File: config.mk
export PLATFORM = sky130hd
export DESIGN_NAME = presettable_bin_counter
export DESIGN_NICKNAME = d
export VERILOG_FILES = /design/src/rtl/cnt_pkg.sv /design/src/rtl/cnt_op_sel.sv /design/src/rtl/cnt_state.sv /design/src/rtl/cnt_term.sv /design/src/rtl/presettable_bin_counter.sv
export SDC_FILE = /design/constraint.sdc
export NUM_CORES = 1
export LEC_CHECK = 0
export ABC_AREA = 0
export BUFFER_PORTS_ARGS = -buffer_cell sky130_fd_sc_hd__buf_2
export CORE_AREA = 2 2 39 41
export CTS_CLUSTER_DIAMETER = 120
export CTS_CLUSTER_SIZE = 12
export DETAILED_ROUTE_END_ITERATION = 8
export DIE_AREA = 0 0 41 43
export GPL_TIMING_DRIVEN = 1
export PLACE_DENSITY_LB_ADDON = 0.12
export SLEW_MARGIN = 20
export SYNTH_ARGS = -nofsm -noshare
export SYNTH_HDL_FRONTEND = slang
export SYNTH_SLANG_ARGS = --single-unit
File: constraint.sdc
create_clock -name clk -period 1.6 [get_ports clk]
set_clock_uncertainty 0.2 [all_clocks]
set_input_delay 0.24 -clock clk [delete_from_list [all_inputs] [get_ports clk]]
set_output_delay 0.24 -clock clk [all_outputs]
set_load 0.05 [all_outputs]
File: src/rtl/cnt_pkg.sv
package cnt_pkg;

  typedef enum logic [1:0] {
    OP_HOLD  = 2'd0,
    OP_COUNT = 2'd1,
    OP_LOAD  = 2'd2,
    OP_CLEAR = 2'd3
  } cnt_op_e;

  // successor of a value held in w bits, wrapping to zero
  function automatic logic [31:0] cnt_succ(input logic [31:0] v, input int w);
    logic [31:0] mask;
    mask = (32'd1 << w) - 32'd1;
    return (v + 32'd1) & mask;
  endfunction

  // all-ones test over the low w bits
  function automatic logic cnt_is_full(input logic [31:0] v, input int w);
    logic [31:0] mask;
    mask = (32'd1 << w) - 32'd1;
    return (v & mask) == mask;
  endfunction

endpackage

File: src/rtl/cnt_op_sel.sv
module cnt_op_sel
  import cnt_pkg::*;
(
  input  logic    clr_n,
  input  logic    ld_n,
  input  logic    en_chain,
  input  logic    en_local,
  output cnt_op_e op
);
  always_comb begin
    if (!clr_n)                      op = OP_CLEAR;
    else if (!ld_n)                  op = OP_LOAD;
    else if (en_chain && en_local)   op = OP_COUNT;
    else                             op = OP_HOLD;
  end
endmodule

File: src/rtl/cnt_state.sv
module cnt_state
  import cnt_pkg::*;
#(
  parameter int W = 4
) (
  input  logic         clk,
  input  cnt_op_e      op,
  input  logic [W-1:0] d,
  output logic [W-1:0] q
);
  logic [W-1:0] succ;
  logic [31:0]  succ_wide;

  assign succ_wide = cnt_succ(32'(q), W);
  assign succ      = succ_wide[W-1:0];

  always_ff @(posedge clk) begin
    unique case (op)
      OP_CLEAR: q <= '0;
      OP_LOAD:  q <= d;
      OP_COUNT: q <= succ;
      default:  q <= q;
    endcase
  end
endmodule

File: src/rtl/cnt_term.sv
module cnt_term
  import cnt_pkg::*;
#(
  parameter int W = 4
) (
  input  logic [W-1:0] q,
  input  logic         en_chain,
  output logic         at_full,
  output logic         carry
);
  assign at_full = cnt_is_full(32'(q), W);
  assign carry   = en_chain & at_full;
endmodule

File: src/rtl/presettable_bin_counter.sv
module presettable_bin_counter
  import cnt_pkg::*;
#(
  parameter int W = 4
) (
  input  logic         clk,
  input  logic         clr_n,
  input  logic         ld_n,
  input  logic         cnt_en_chain,
  input  logic         cnt_en_local,
  input  logic [W-1:0] d_in,
  output logic [W-1:0] q,
  output logic         carry_out
);
  localparam logic [W-1:0] FULL = {W{1'b1}};

  cnt_op_e op;
  logic    at_full;

  cnt_op_sel u_sel (
    .clr_n    (clr_n),
    .ld_n     (ld_n),
    .en_chain (cnt_en_chain),
    .en_local (cnt_en_local),
    .op       (op)
  );

  cnt_state #(.W(W)) u_state (
    .clk (clk),
    .op  (op),
    .d   (d_in),
    .q   (q)
  );

  cnt_term #(.W(W)) u_term (
    .q        (q),
    .en_chain (cnt_en_chain),
    .at_full  (at_full),
    .carry    (carry_out)
  );

  // count is unknown until the first clear; checks wait for it
  logic armed = 1'b0;
  always_ff @(posedge clk) armed <= armed | ~clr_n;


  clear_zero_chk: assert property (@(posedge clk) disable iff (!armed)
    !clr_n |=> q == '0);


  load_copy_chk: assert property (@(posedge clk) disable iff (!armed)
    (clr_n && !ld_n) |=> q == $past(d_in));


  count_inc_chk: assert property (@(posedge clk) disable iff (!armed)
    (clr_n && ld_n && cnt_en_chain && cnt_en_local) |=> q == W'($past(q) + 1'b1));


  hold_chk: assert property (@(posedge clk) disable iff (!armed)
    (clr_n && ld_n && !(cnt_en_chain && cnt_en_local)) |=> $stable(q));


  carry_chk: assert property (@(posedge clk) disable iff (!armed)
    carry_out == (cnt_en_chain && (q == FULL)));


  wrap_chk: assert property (@(posedge clk) disable iff (!armed)
    (op == OP_COUNT && at_full) |=> q == '0);

endmodule

### Yosys cells after proc, flatten, opt, wreduce, memory -nomap -nowiden

Cells that the tools add are included.

| word-level totals | value |
|---|---|
| bits in registers | 4 |
| input bits | 9 |
| output and inout bits | 5 |
| word-level logic and storage cells | 13 |

| operators by class | value |
|---|---|
| add/sub/neg operators | 1 |
| equality and inequality tests | 4 |
| multiplexer cells | 4 |
| bitwise logic cells | 1 |
| reduce and logical (&&, ||, !) cells | 2 |

Operator list:

| operator | count |
|---|---|
| $pmux 4 s3 | 1 |
| $add 4x1->4 const B | 1 |
| $eq 2x2->1 const B | 2 |
| $eq 4x4->1 const B | 1 |
| $mux 2 | 2 |
| $reduce_bool 3->1 | 1 |
| $eq 2x1->1 const B | 1 |
| $and 1x1->1 | 1 |
| $logic_and 1x1->1 | 1 |
| $mux 1 | 1 |

### Depth between registers and ports, before layout

Gate-level depths: netlist of run 1.

| depth | value |
|---|---|
| word-level depth | 6 |
| mapped depth | 3 |
| mapped depth without buffers | 3 |

### Hierarchy

From an unflattened synthesis of run 1, not the netlist that was laid out.

| second synthesis, totals | value |
|---|---|
| cell total of the unflattened synthesis | 29 |
| area, all modules | 296.5 sq um |

By module, submodules not included:

| module | instances | cells each | area an instance (sq um) | sequential area each (sq um) |
|---|---|---|---|---|
| cnt_state | 1 | 24 | 266.5 | 120.1 |
| cnt_term | 1 | 2 | 17.5 | 0.0 |
| cnt_op_sel | 1 | 3 | 12.5 | 0.0 |

### Worst setup path after synthesis of run 1

Ideal clock, no wire load.

| timing path | value |
|---|---|
| path kind | flip-flop to output port |
| from | register u_state.q[0] |
| to | output carry_out |
| arrival time | 1414 ps |
| data required time | 1160 ps |
| path slack | -254 ps |
| stages on the path, launching flop included | 3 |
| path buffers | 0 |
| cell sequence | edfxtp_1 ha_1 and4_1 |

| on the way | value |
|---|---|
| word-level cells in the longest chain between the ends | 2 |

Ends and longest elaborated chain:

| item | RTL line | text |
|---|---|---|
| from (decl) | cnt_state.sv:9 | `output logic [W-1:0] q` |
| from (signal assigned) | cnt_state.sv:21 | `OP_COUNT: q <= succ;` |
| from (signal assigned) | cnt_state.sv:22 | `default: q <= q;` |
| $eq 4x4->1 | cnt_pkg.sv:21 | `return (v & mask) == mask;` |
| $and 1x1->1 | cnt_term.sv:12 | `assign carry = en_chain & at_full;` |
| to (decl) | presettable_bin_counter.sv:13 | `output logic carry_out` |

No other way between the ends.

### Final worst setup path of run 1

| timing path | value |
|---|---|
| from | register u_state.q[1] |
| to | output carry_out |

Same word-level chain as after synthesis.

==> results of run 1 <==
-- worst max-delay path by stage --
stage	cells past startpoint	slack (ns)	end	from
6_report	3	0.04	carry_out	u_state.q[1]$_DFFE_PP_
5_1_grt	3	0.002	carry_out	u_state.q[1]$_DFFE_PP_
4_1_cts	3	0.01	carry_out	u_state.q[0]$_DFFE_PP_
3_5_place_dp	3	0.14	carry_out	u_state.q[1]$_DFFE_PP_
3_3_place_gp	3	0.17	carry_out	u_state.q[1]$_DFFE_PP_
2_1_floorplan	2	-0.09	carry_out	u_state.q[0]$_DFFE_PP_
-- layer usage --
layer  up-vias  wire length, um  track usage
met5         -                0            0
met3         0               49       0.0314
li1        118                -            -
met4         0                0        0.120
met2        10              284        0.109
met1       110              250       0.0882
-- synthesized netlist by cell type --
master / number
and4_1: 1
edfxtp_1: 4
ha_1: 1
inv_1: 1
nand2_1: 5
nand3_1: 1
nand3_2: 1
nand4_2: 1
nor2b_2: 1
o21ai_1: 3
o21ai_2: 1
xnor2_1: 1
xor2_1: 1
-- power groups by stage --
stage | registers (mW) | logic [mW] | clock network (mW)
6_report | 0.133 | 0.0844 | 0.129
5_1_grt | 0.135 | 0.0909 | 0.132
4_1_cts | 0.133 | 0.0834 | 0.131
3_5_place_dp | 0.135 | 0.0788 | 0
3_3_place_gp | 0.135 | 0.0796 | 0
2_1_floorplan | 0.166 | 0.0190 | 0
-- worst register-to-register path, cell delays in order, from the launching register on --
cell,delay (ns)
edfxtp_1,0.38
ha_2,0.20
buf_4,0.13
xnor2_1,0.16
o21ai_1,0.08
-- cell families after synthesis --
family,count (synthesis),share of synthesized area
AO/OA/AOI/OAI,4,0.0984
AND/OR/NAND/NOR,10,0.264
flip-flops,4,0.497
buffers and inverters,1,0.0155
XOR/XNOR,2,0.0726
adder cells (fa/ha/maj),1,0.0518
-- what timing repair did --
action | CTS | global route
pin swaps | 0 | 1
buffers inserted | 1 | 1
resized for setup | 3 | 1
setup endpoints to repair | 1 | 1
hold buffers | 0 | 0
-- per-stage QoR --
step	cells	instance area (sq um)	power (mW)	worst slack, ns	utilization
6_report	57	387	0.346	0.0415	0.279
5_1_grt	57	387	0.358	0.00167	0.279
4_1_cts	56	375	0.348	0.0142	0.271
3_5_place_dp	52	337	0.214	0.144	0.243
3_3_place_gp	52	337	0.215	0.169	0.243
2_1_floorplan	22	244	0.185	-0.0944	-
-- cell type report --
type                       instances  area (sq um)
clock buffer                       3          22.5
fill                             154           997
inverter                           1          3.75
multi-input combinational         17           123
sequential                         4           120
tap                               16          20.0
timing repair buffer              16          97.6
==> summary.txt, run 1 <==
Synth
  – Top cells by area, synth: edfxtp_1 (50%), nand2_1 (7.8%), o21ai_1 (6.2%)
  – Mapped Nets: 32
  – Synthesized instance count: 22
  – Syn Std Cell Area: approximately 240 sq um
  – Post-synth top area share: 0.497
  – Seq/Total Area, Yosys: 0.497
  – Flops & latches, synth: 4
  – Area leader, netlist: edfxtp_1
  – Synthesized area per cell: 11.0 sq um
  – Cell variety after synth: 13
  – Warnings from Yosys: 0

Power
  – Clk pwr share: 0.373
  – Internal power: 0.240 mW
  – Power density over the cells: around 900 nW/um^2
  – Sequential Power Share: 0.384
  – Static leakage: roughly 0.18 nW
  – Combinational fraction of design power: 0.244
  – Sw Ratio: 0.308
  – Maximum vdd drop: roughly 0.18 mV
  – NetSw: around 0.11 mW

Setup path
  – Max stage delay cell, worst path: edfxtp_1
  – CP bufs+invs: 1
  – Critical Path Fanout Max: 2
  – Worst R2R Setup Slack: 0.19 ns
  – Slowest Stage Delay on Critical Path: 0.38 ns
  – Crit path DAT: 1.12 ns
  – Top Family by Delay on Critical Path: flip-flops
  – CP startpoint kind: register
  – Worst Path Required: around 1.2 ns
  – Crit-path cells: ha_2 > and4_4 > buf_8
  – FF-to-FF End: u_state.q[2]$_DFFE_PP_
  – Worst r2r path cells: 4
  – Critical path capture point type: output pin
  – Launch point of the worst reg-to-reg path: u_state.q[1]$_DFFE_PP_
  – CP Class: register to output pin

Detailed routing
  – DR iter-0 viols: 6
  – WL final: just under 600 um
  – Wire length per cell: a little over 10 um
  – Antenna Nets Post-Route: 0
  – Vias: 238
  – 1st-pass router iterations: 3
  – # DRC: 0
  – Vias per Instance: approximately 4.2

Worst hold path
  – Worst Min Path Start: d_in[3]
  – Worst min-delay path class: input port to register
  – Worst Hold Path EP: u_state.q[3]$_DFFE_PP_
  – Hold depth: 3

Die
  – Row count: 14
  – Top Ports: 14
  – Die Height: around 43 um
  – Die span in x: approximately 41 um
  – Die area: 1760 sq um
  – CORE AREA: ~1400 sq um
  – Starting density of the core: 0.175

Clocking
  – Clock buffer count from CTS: 3
  – CTS sink count: 4
  – Maximum buffer depth of the clock tree: 2
  – Clock H-tree levels: 1
  – CTS tree: yes
  – Root Buffer: clkbuf_4
  – Worst-path clk slew: around 0.04 ns
  – Clock latency at the later pin of the worst-skew pair: between 0.2 and 0.25 ns

STA
  – Worst hold margin: 0.0783 ns
  – Min Tclk post-route: around 1.6 ns
  – Fmax: between 0.6 and 0.7 GHz
  – Sum Neg Setup Slack: 0 ns
  – Slew Viols, Final: 0
  – Slew of the pin with the lowest slew margin: about 0.25 ns
  – RSZ-0062 raised after global routing: false
  – Rel. slew slack: 0.834
  – Final setup viols: 0
  – Final hold vios: 0
  – Fin crit share: 0.974

Global routing
  – First-pass GRT wire length: 883 um
  – Largest net degree at the start of global routing: 5
  – GRT Util Overall: 0.0868
  – Vias in the first global route: 220
  – Initial antenna violation count: 0
  – Total grt overflow: 0

Job
  – Max cap viols: 0

Placed design
  – Buffers on Ports: 13
  – Dpl hpwl: ~460 um
  – Routability cong.: between 0.6 and 0.7

Layout
  – Nets: 53
  – Max FFs per register: 4
  – Ant. Diodes: 0
  – Commonest non-fill, non-tap cells in the layout: buf_2 (12), nand2_1 (5), edfxtp_1 (4)
  – Most flop-heavy register: u_state.q
  – Commonest non-fill, non-tap cell in the layout: buf_2
  – Layout cell share with drive strength beyond 1: 0.610
  – Top Registers: u_state.q x4
  – Area added between synthesis and finish: 60.1%

Run status
  – Status: finished clean
Power figures use the tool's default switching activity.
==> inputs of run 2 (changes only) <==
--- a/config.mk
+++ b/config.mk
@@ -14,6 +14,7 @@
 export DIE_AREA = 0 0 41 43
 export GPL_TIMING_DRIVEN = 1
 export PLACE_DENSITY_LB_ADDON = 0.12
+export SETUP_SLACK_MARGIN = 0.2
 export SLEW_MARGIN = 20
 export SYNTH_ARGS = -nofsm -noshare
 export SYNTH_HDL_FRONTEND = slang
==> summary.txt, run 2 (synthesized netlist as in run 1, its figures left out) <==
STA
  – Final worst slack: 0.0566 ns (+0.0151 ns)
  – Rel. slew slack: 0.835 (+0.00121)
  – Fin crit share: 0.965 (-0.00943)
  – Final setup viols: 0 (unchanged)
  – Sum Neg Setup Slack: 0 ns (unchanged)
  – Fmax: 0.648 GHz (+0.98%)
  – Slew of the pin with the lowest slew margin: 0.249 ns (-0.00182 ns)
  – RSZ-0062 raised after global routing: true
  – Final hold vios: 0 (unchanged)
  – Min Tclk post-route: 1.54 ns (-0.0151 ns)
  – Slew Viols, Final: 0 (unchanged)

Layout
  – Most flop-heavy register: u_state.q
  – Area added between synthesis and finish: 81.9%
  – Commonest non-fill, non-tap cell in the layout: buf_2
  – Ant. Diodes: 0 (unchanged)
  – Nets: 56 (+5.7%)
  – Top Registers: u_state.q x4
  – Commonest non-fill, non-tap cells in the layout: buf_2 (9), nand2_1 (5), clkbuf_4 (4), buf_4 (4), edfxtp_1 (4)
  – Layout cell share with drive strength beyond 1: 0.636 (+0.0266)
  – Max FFs per register: 4 (unchanged)

Run status
  – Status: finished clean

Global routing
  – Largest net degree at the start of global routing: 5 (unchanged)
  – Total grt overflow: 0 (unchanged)
  – GRT Util Overall: 0.0949 (+0.00817)
  – First-pass GRT wire length: 1.06 mm (+19%)
  – Initial antenna violation count: 0 (unchanged)
  – Vias in the first global route: 263 (+20%)

Power
  – Clk pwr share: 0.328 (-0.045)
  – Combinational fraction of design power: 0.305 (+0.061)
  – Sw Ratio: 0.283 (-0.0256)
  – Maximum vdd drop: 0.304 mV (+71%)
  – Power density over the cells: 822 nW/um^2 (-8.3%)
  – Static leakage: 0.199 nW (+13%)
  – Sequential Power Share: 0.367 (-0.017)
  – Internal power: 0.259 mW (+8.0%)
  – NetSw: 0.102 mW (-4.5%)

Setup path
  – Slowest Stage Delay on Critical Path: 0.38 ns (about the same)
  – Worst R2R Setup Slack: 0.19 ns (about the same)
  – Crit-path cells: ha_2 > and4_4 > buf_8
  – Launch point of the worst reg-to-reg path: u_state.q[1]$_DFFE_PP_
  – CP Class: register to output pin
  – Top Family by Delay on Critical Path: flip-flops
  – CP startpoint kind: register
  – Critical Path Fanout Max: 2 (unchanged)
  – Max stage delay cell, worst path: edfxtp_1
  – Crit path DAT: 1.10 ns (-0.02 ns)
  – Worst r2r path cells: 5 (+1)
  – CP bufs+invs: 1 (unchanged)
  – Critical path capture point type: output pin
  – FF-to-FF End: u_state.q[3]$_DFFE_PP_
  – Worst Path Required: 1.16 ns (about the same)

Die
  – Die area: 1760 sq um (unchanged)
  – Starting density of the core: 0.175 (unchanged)
  – Row count: 14 (unchanged)
  – Die Height: 43 um (unchanged)
  – Top Ports: 14 (unchanged)
  – CORE AREA: 1380 sq um (unchanged)
  – Die span in x: 41 um (unchanged)

Clocking
  – Root Buffer: clkbuf_4
  – CTS sink count: 4 (unchanged)
  – Worst-path clk slew: 0.03 ns (about the same)
  – Maximum buffer depth of the clock tree: 2 (unchanged)
  – Clock buffer count from CTS: 3 (unchanged)
  – CTS tree: yes
  – Clock latency at the later pin of the worst-skew pair: 0.23 ns (about the same)
  – # hold bufs at CTS: 0 (unchanged)
  – Clock H-tree levels: 1 (unchanged)

Placed design
  – Post-place setup slack: 0.137 ns (-0.00717 ns)
  – Buffers on Ports: 13 (unchanged)
  – Routability cong.: 0.723 (+6.7%)

Detailed routing
  – Wire length per cell: 11.2 um (+9.5%)
  – Vias: 243 (+2.1%)
  – DR iter-0 viols: 4 (-2)
  – 1st-pass router iterations: 2 (-1)
  – WL final: 673 um (+15%)
  – # DRC: 0 (unchanged)
  – Vias per Instance: 4.05 (-3.0%)
  – Antenna Nets Post-Route: 0 (unchanged)

Worst hold path
  – Worst Min Path Start: d_in[2]
  – Worst Hold Path EP: u_state.q[2]$_DFFE_PP_
  – Worst min-delay path class: input port to register
  – Hold depth: 3 (unchanged)

Job
  – Max cap viols: 0 (unchanged)
[run 2: timing repair]
action | 4_1_cts | 5_1_grt
endpoints found under the setup margin | 2 | 6
setup buffers | 3 | 2
pin swaps | 1 | 0
resized for setup | 8 | 6
[run 2: worst max-delay path by stage]
stage | start | to | slack [ns] | depth (start not counted)
final | u_state.q[1]$_DFFE_PP_ | carry_out | 0.06 | 3
after global routing | u_state.q[0]$_DFFE_PP_ | carry_out | 0.006 | 3
after CTS | u_state.q[0]$_DFFE_PP_ | carry_out | 0.04 | 3
after detailed placement | u_state.q[1]$_DFFE_PP_ | carry_out | 0.14 | 3
after global placement | u_state.q[1]$_DFFE_PP_ | carry_out | 0.17 | 3
after floorplan | u_state.q[0]$_DFFE_PP_ | carry_out | -0.09 | 2
[run 2: per-layer routing]
metal  up-vias  routed length, um  track usage
met5         -                  0            0
met4         0                  0       0.0600
met3         0                 49       0.0471
met2         8                354        0.144
met1       108                269       0.0984
li1        127                  -            -
[run 2: layout make-up]
| class | count | area, sq um |
|---|---|---|
| flip-flops and latches | 4 | 120 |
| fillers | 155 | 945 |
| repair buffers | 19 | 150 |
| well taps | 16 | 20.0 |
| inverters | 1 | 3.75 |
| multi-input cells | 17 | 123 |
| clock buffers | 3 | 22.5 |
[run 2: per-stage QoR]
stage | instance area [sq um] | utilization | std cells | power [mW] | hold WS (ns)
after floorplan | 244 | - | 22 | 0.185 | 0.228
after global placement | 337 | 0.243 | 52 | 0.215 | 0.321
after detailed placement | 337 | 0.243 | 52 | 0.215 | 0.331
after CTS | 408 | 0.295 | 58 | 0.356 | 0.0870
after global routing | 439 | 0.317 | 60 | 0.387 | 0.0996
final | 439 | 0.317 | 60 | 0.361 | 0.0992
[run 2: worst register-to-register path: cells and delay by family, from the launching register on]
family	cells	cell delay, ns
buffers and inverters	2	0.26
flip-flops	1	0.38
XOR/XNOR	1	0.18
AND/OR/NAND/NOR	1	0.07
AO/OA/AOI/OAI	1	0.07
[run 2: power by group through the flow]
stage	logic [mW]	clock network [mW]	registers [mW]
2_1_floorplan	0.0190	0	0.166
3_3_place_gp	0.0793	0	0.136
3_5_place_dp	0.0793	0	0.136
4_1_cts	0.0958	0.127	0.134
5_1_grt	0.118	0.136	0.133
6_report	0.110	0.118	0.132
==> inputs of run 3 (changes only) <==
--- a/config.mk
+++ b/config.mk
@@ -18,4 +18,5 @@
 export SLEW_MARGIN = 20
 export SYNTH_ARGS = -nofsm -noshare
 export SYNTH_HDL_FRONTEND = slang
+export SYNTH_HIERARCHICAL = 1
 export SYNTH_SLANG_ARGS = --single-unit
==> summary.txt, run 3 <==
Synth
  – Ys async rst share: 0 (unchanged)
  – Mux contribution to synthesized area: 0 (unchanged)
  – Flops & latches, synth: 4 (unchanged)
  – Top cells by area, synth: edfxtp_1 (41%), ha_1 (17%), nand3_1 (5.1%)
  – Synthesized instance count: 29 (+32%)
  – Seq/Total Area, Yosys: 0.405 (-0.0923)
  – Largest family of logic cells by synthesized area: simple AND/OR/NAND/NOR gates
  – Synth Area in Compound Gates: 0.101 (+0.00282)
  – Simple-gate share of the synthesized area: 0.257 (-0.00686)
  – Post-synth top cells: edfxtp_1 (4), ha_1 (4), inv_1 (3), nand2_1 (3), nand3_1 (3)
  – Synthesized area per cell: 10.2 sq um (-6.8%)
  – Syn Std Cell Area: 297 sq um (+23%)
  – Area leader, netlist: edfxtp_1
  – Post-synth top area share: 0.405 (-0.0923)
  – EDFF count, synth: 4 (unchanged)
  – Mapped Nets: 42 (+31%)
  – Cell variety after synth: 15 (+2)
  – Synth Area in XOR/XNOR: 0.0295 (-0.0430)
  – Main synth FF type: edfxtp_1
  – Synth Area in Adders: 0.169 (+0.117)
  – Warnings from Yosys: 6 (+6)

Run status
  – Status: finished clean

Placed design
  – Placed Cells: 59 (+13%)
  – Post-DP Area: 404 sq um (+20%)
  – Post-place setup slack: 0.0135 ns (-0.124 ns)
  – Routability cong.: 0.720 (-0.42%)
  – Buffers on Ports: 13 (unchanged)
  – Dpl hpwl: 554 um

Setup path
  – Worst R2R Setup Slack: 0.08 ns (-0.11 ns)
  – Worst r2r path cells: 5 (unchanged)
  – FF-to-FF End: u_state/q[2]$_DFFE_PP_
  – Critical Path Fanout Max: 4 (+2)
  – CP Capture Point: u_state/q[2]$_DFFE_PP_
  – Crit. Startpoint: u_state/q[0]$_DFFE_PP_
  – CP Class: register to register
  – CP startpoint kind: register
  – Critical path capture point type: register
  – Worst Path Required: 1.37 ns (+0.21 ns)
  – Crit path DAT: 1.29 ns (+0.19 ns)
  – Launch point of the worst reg-to-reg path: u_state/q[0]$_DFFE_PP_

Job
  – Max cap viols: 0 (unchanged)

Global routing
  – First-pass GRT wire length: 966 um (-8.4%)
  – Vias in the first global route: 259 (-1.5%)
  – GRT Util Overall: 0.0857 (-0.00926)
  – Total grt overflow: 0 (unchanged)
  – Initial antenna violation count: 0 (unchanged)
  – Largest net degree at the start of global routing: 7 (+2)

Die
  – Starting density of the core: 0.214 (+0.0398)
  – Row count: 14 (unchanged)
  – Top Ports: 14 (unchanged)
  – Die area: 1760 sq um (unchanged)
  – Die Height: 43 um (unchanged)
  – Die span in x: 41 um (unchanged)
  – CORE AREA: 1380 sq um (unchanged)

Power
  – Combinational fraction of design power: 0.350 (+0.045)
  – Static leakage: 0.236 nW (+18%)
  – Power density over the cells: 750 nW/um^2 (-8.7%)
  – Sequential Power Share: 0.343 (-0.024)
  – Maximum vdd drop: 0.214 mV (-29%)
  – NetSw: 0.113 mW (+11%)
  – Sw Ratio: 0.294 (+0.0118)
  – Clk pwr share: 0.308 (-0.020)
  – Internal power: 0.272 mW (+4.9%)
  – Overall power: 0.385 mW (+6.7%)

Worst hold path
  – Worst min-delay path class: input port to register

Layout
  – Max FFs per register: 4 (unchanged)
  – Filler cell count: 151 (-2.6%)
  – Most flop-heavy register: u_state/q
  – Nets: 65 (+16%)
  – Area added between synthesis and finish: 73.0%
  – Cell Count, Final, Fillers Out: 66 (+10%)
  – Ant. Diodes: 0 (unchanged)
  – Commonest non-fill, non-tap cells in the layout: buf_2 (8), buf_6 (5), buf_4 (4), edfxtp_1 (4)
  – Top Registers: u_state/q x4
  – Design area: 513 sq um (+17%)
  – Commonest non-fill, non-tap cell in the layout: buf_2
  – Layout cell share with drive strength beyond 1: 0.520 (-0.116)

Clocking
  – # hold bufs at CTS: 0 (unchanged)
  – Clock H-tree levels: 1 (unchanged)
  – Maximum buffer depth of the clock tree: 2 (unchanged)
  – Root Buffer: clkbuf_4
  – CTS tree: yes
  – Clock latency at the later pin of the worst-skew pair: 0.23 ns (about the same)
  – Worst-path clk slew: 0.04 ns (about the same)
  – Clock buffer count from CTS: 3 (unchanged)
  – CTS sink count: 4 (unchanged)

STA
  – Fmax: 0.658 GHz (+1.5%)
  – Fin crit share: 0.950 (-0.0143)
  – Min Tclk post-route: 1.52 ns (-0.0229 ns)
  – Final hold vios: 0 (unchanged)
  – Final worst slack: 0.0795 ns (+0.0229 ns)
  – Worst hold margin: 0.146 ns (+0.0463 ns)
  – RSZ-0062 raised after global routing: true
  – Slew of the pin with the lowest slew margin: 0.203 ns (-0.0456 ns)
  – Slew Viols, Final: 0 (unchanged)
  – Final setup viols: 0 (unchanged)
  – Rel. slew slack: 0.864 (+0.0293)

Detailed routing
  – WL final: 711 um (+5.6%)
  – Vias: 300 (+23%)
  – Antenna Nets Post-Route: 0 (unchanged)
  – Vias per Instance: 4.55 (+12%)
  – Wire length per cell: 10.8 um (-4.0%)
  – DR iter-0 viols: 3 (-1)
  – 1st-pass router iterations: 2 (unchanged)
  – # DRC: 0 (unchanged)
## run 3: changes by cell type in the layout (fill, tap and decap cells not counted), moves of 2 or more
cell     before  now
nor2b_1       0    2
buf_8         3    1
ha_1          0    2
nand3_1       1    3
nand2_1       5    3
buf_6         2    5
inv_1         1    3
ha_4          0    2
o21ai_1       3    0
## run 3: how the worst min path moves through the flow
stage	start	end	slack [ns]	cells after the start
after global placement	d_in[3]	u_state/q[3]$_DFFE_PP_	0.38	3
after floorplan	d_in[3]	u_state/q[3]$_DFFE_PP_	0.28	2
final	d_in[3]	u_state/q[3]$_DFFE_PP_	0.15	3
after global routing	d_in[1]	u_state/q[1]$_DFFE_PP_	0.14	3
after detailed placement	d_in[3]	u_state/q[3]$_DFFE_PP_	0.38	3
after CTS	d_in[3]	u_state/q[3]$_DFFE_PP_	0.14	3
## run 3: repair_timing
item | 4_1_cts | 5_1_grt
cloned | 0 | 0
pin swaps | 2 | 1
buffers inserted | 3 | 1
hold endpoints to repair | 0 | 0
setup endpoints to repair | 6 | 8
gates resized for setup | 7 | 8
## run 3: cell type report
cell class                      count  area [sq um]  share of cell area
Multi-Input combinational cell     22           198               0.385
Timing Repair Buffer               18           141               0.276
Sequential cell                     4           120               0.234
Clock buffer                        3          22.5              0.0439
Tap cell                           16          20.0              0.0390
Inverter                            3          11.3              0.0220
## run 3: stage by stage
stage          setup TNS [ns]  utilization
2_1_floorplan          -0.225            -
3_3_place_gp                0        0.292
3_5_place_dp                0        0.292
4_1_cts                     0        0.340
5_1_grt                     0        0.371
6_report                    0        0.371
## run 3: logic make-up after synthesis
group | Yosys count
AO/OA/AOI/OAI | 4
adder cells (fa/ha/maj) | 4
AND/OR/NAND/NOR | 13
flip-flops | 4
XOR/XNOR | 1
buffers and inverters | 3
## run 3: critical path: stages, from the launching register on
cell and delay [ns]:
edfxtp_1 0.40, buf_6 0.15, ha_4 0.14, xor2_1 0.16, a22oi_1 0.15, nor2b_1 0.07
## run 3: power by group through the flow
stage	Clock [mW]	Combinational, mW	Sequential, mW
floorplan	0	0.0304	0.170
global placement	0	0.0909	0.139
CTS	0.125	0.116	0.131
finish	0.118	0.134	0.132
global route	0.134	0.143	0.133
detailed placement	0	0.0926	0.140
## run 3: per-layer routing
| metal | global-route usage | wire (um) | part of all wire |
|---|---|---|---|
| met2 | 0.134 | 401 | 0.56 |
| met5 | 0 | 0 | 0 |
| met3 | 0.0157 | 35 | 0.049 |
| met4 | 0.0800 | 0 | 0 |
| met1 | 0.0879 | 274 | 0.39 |
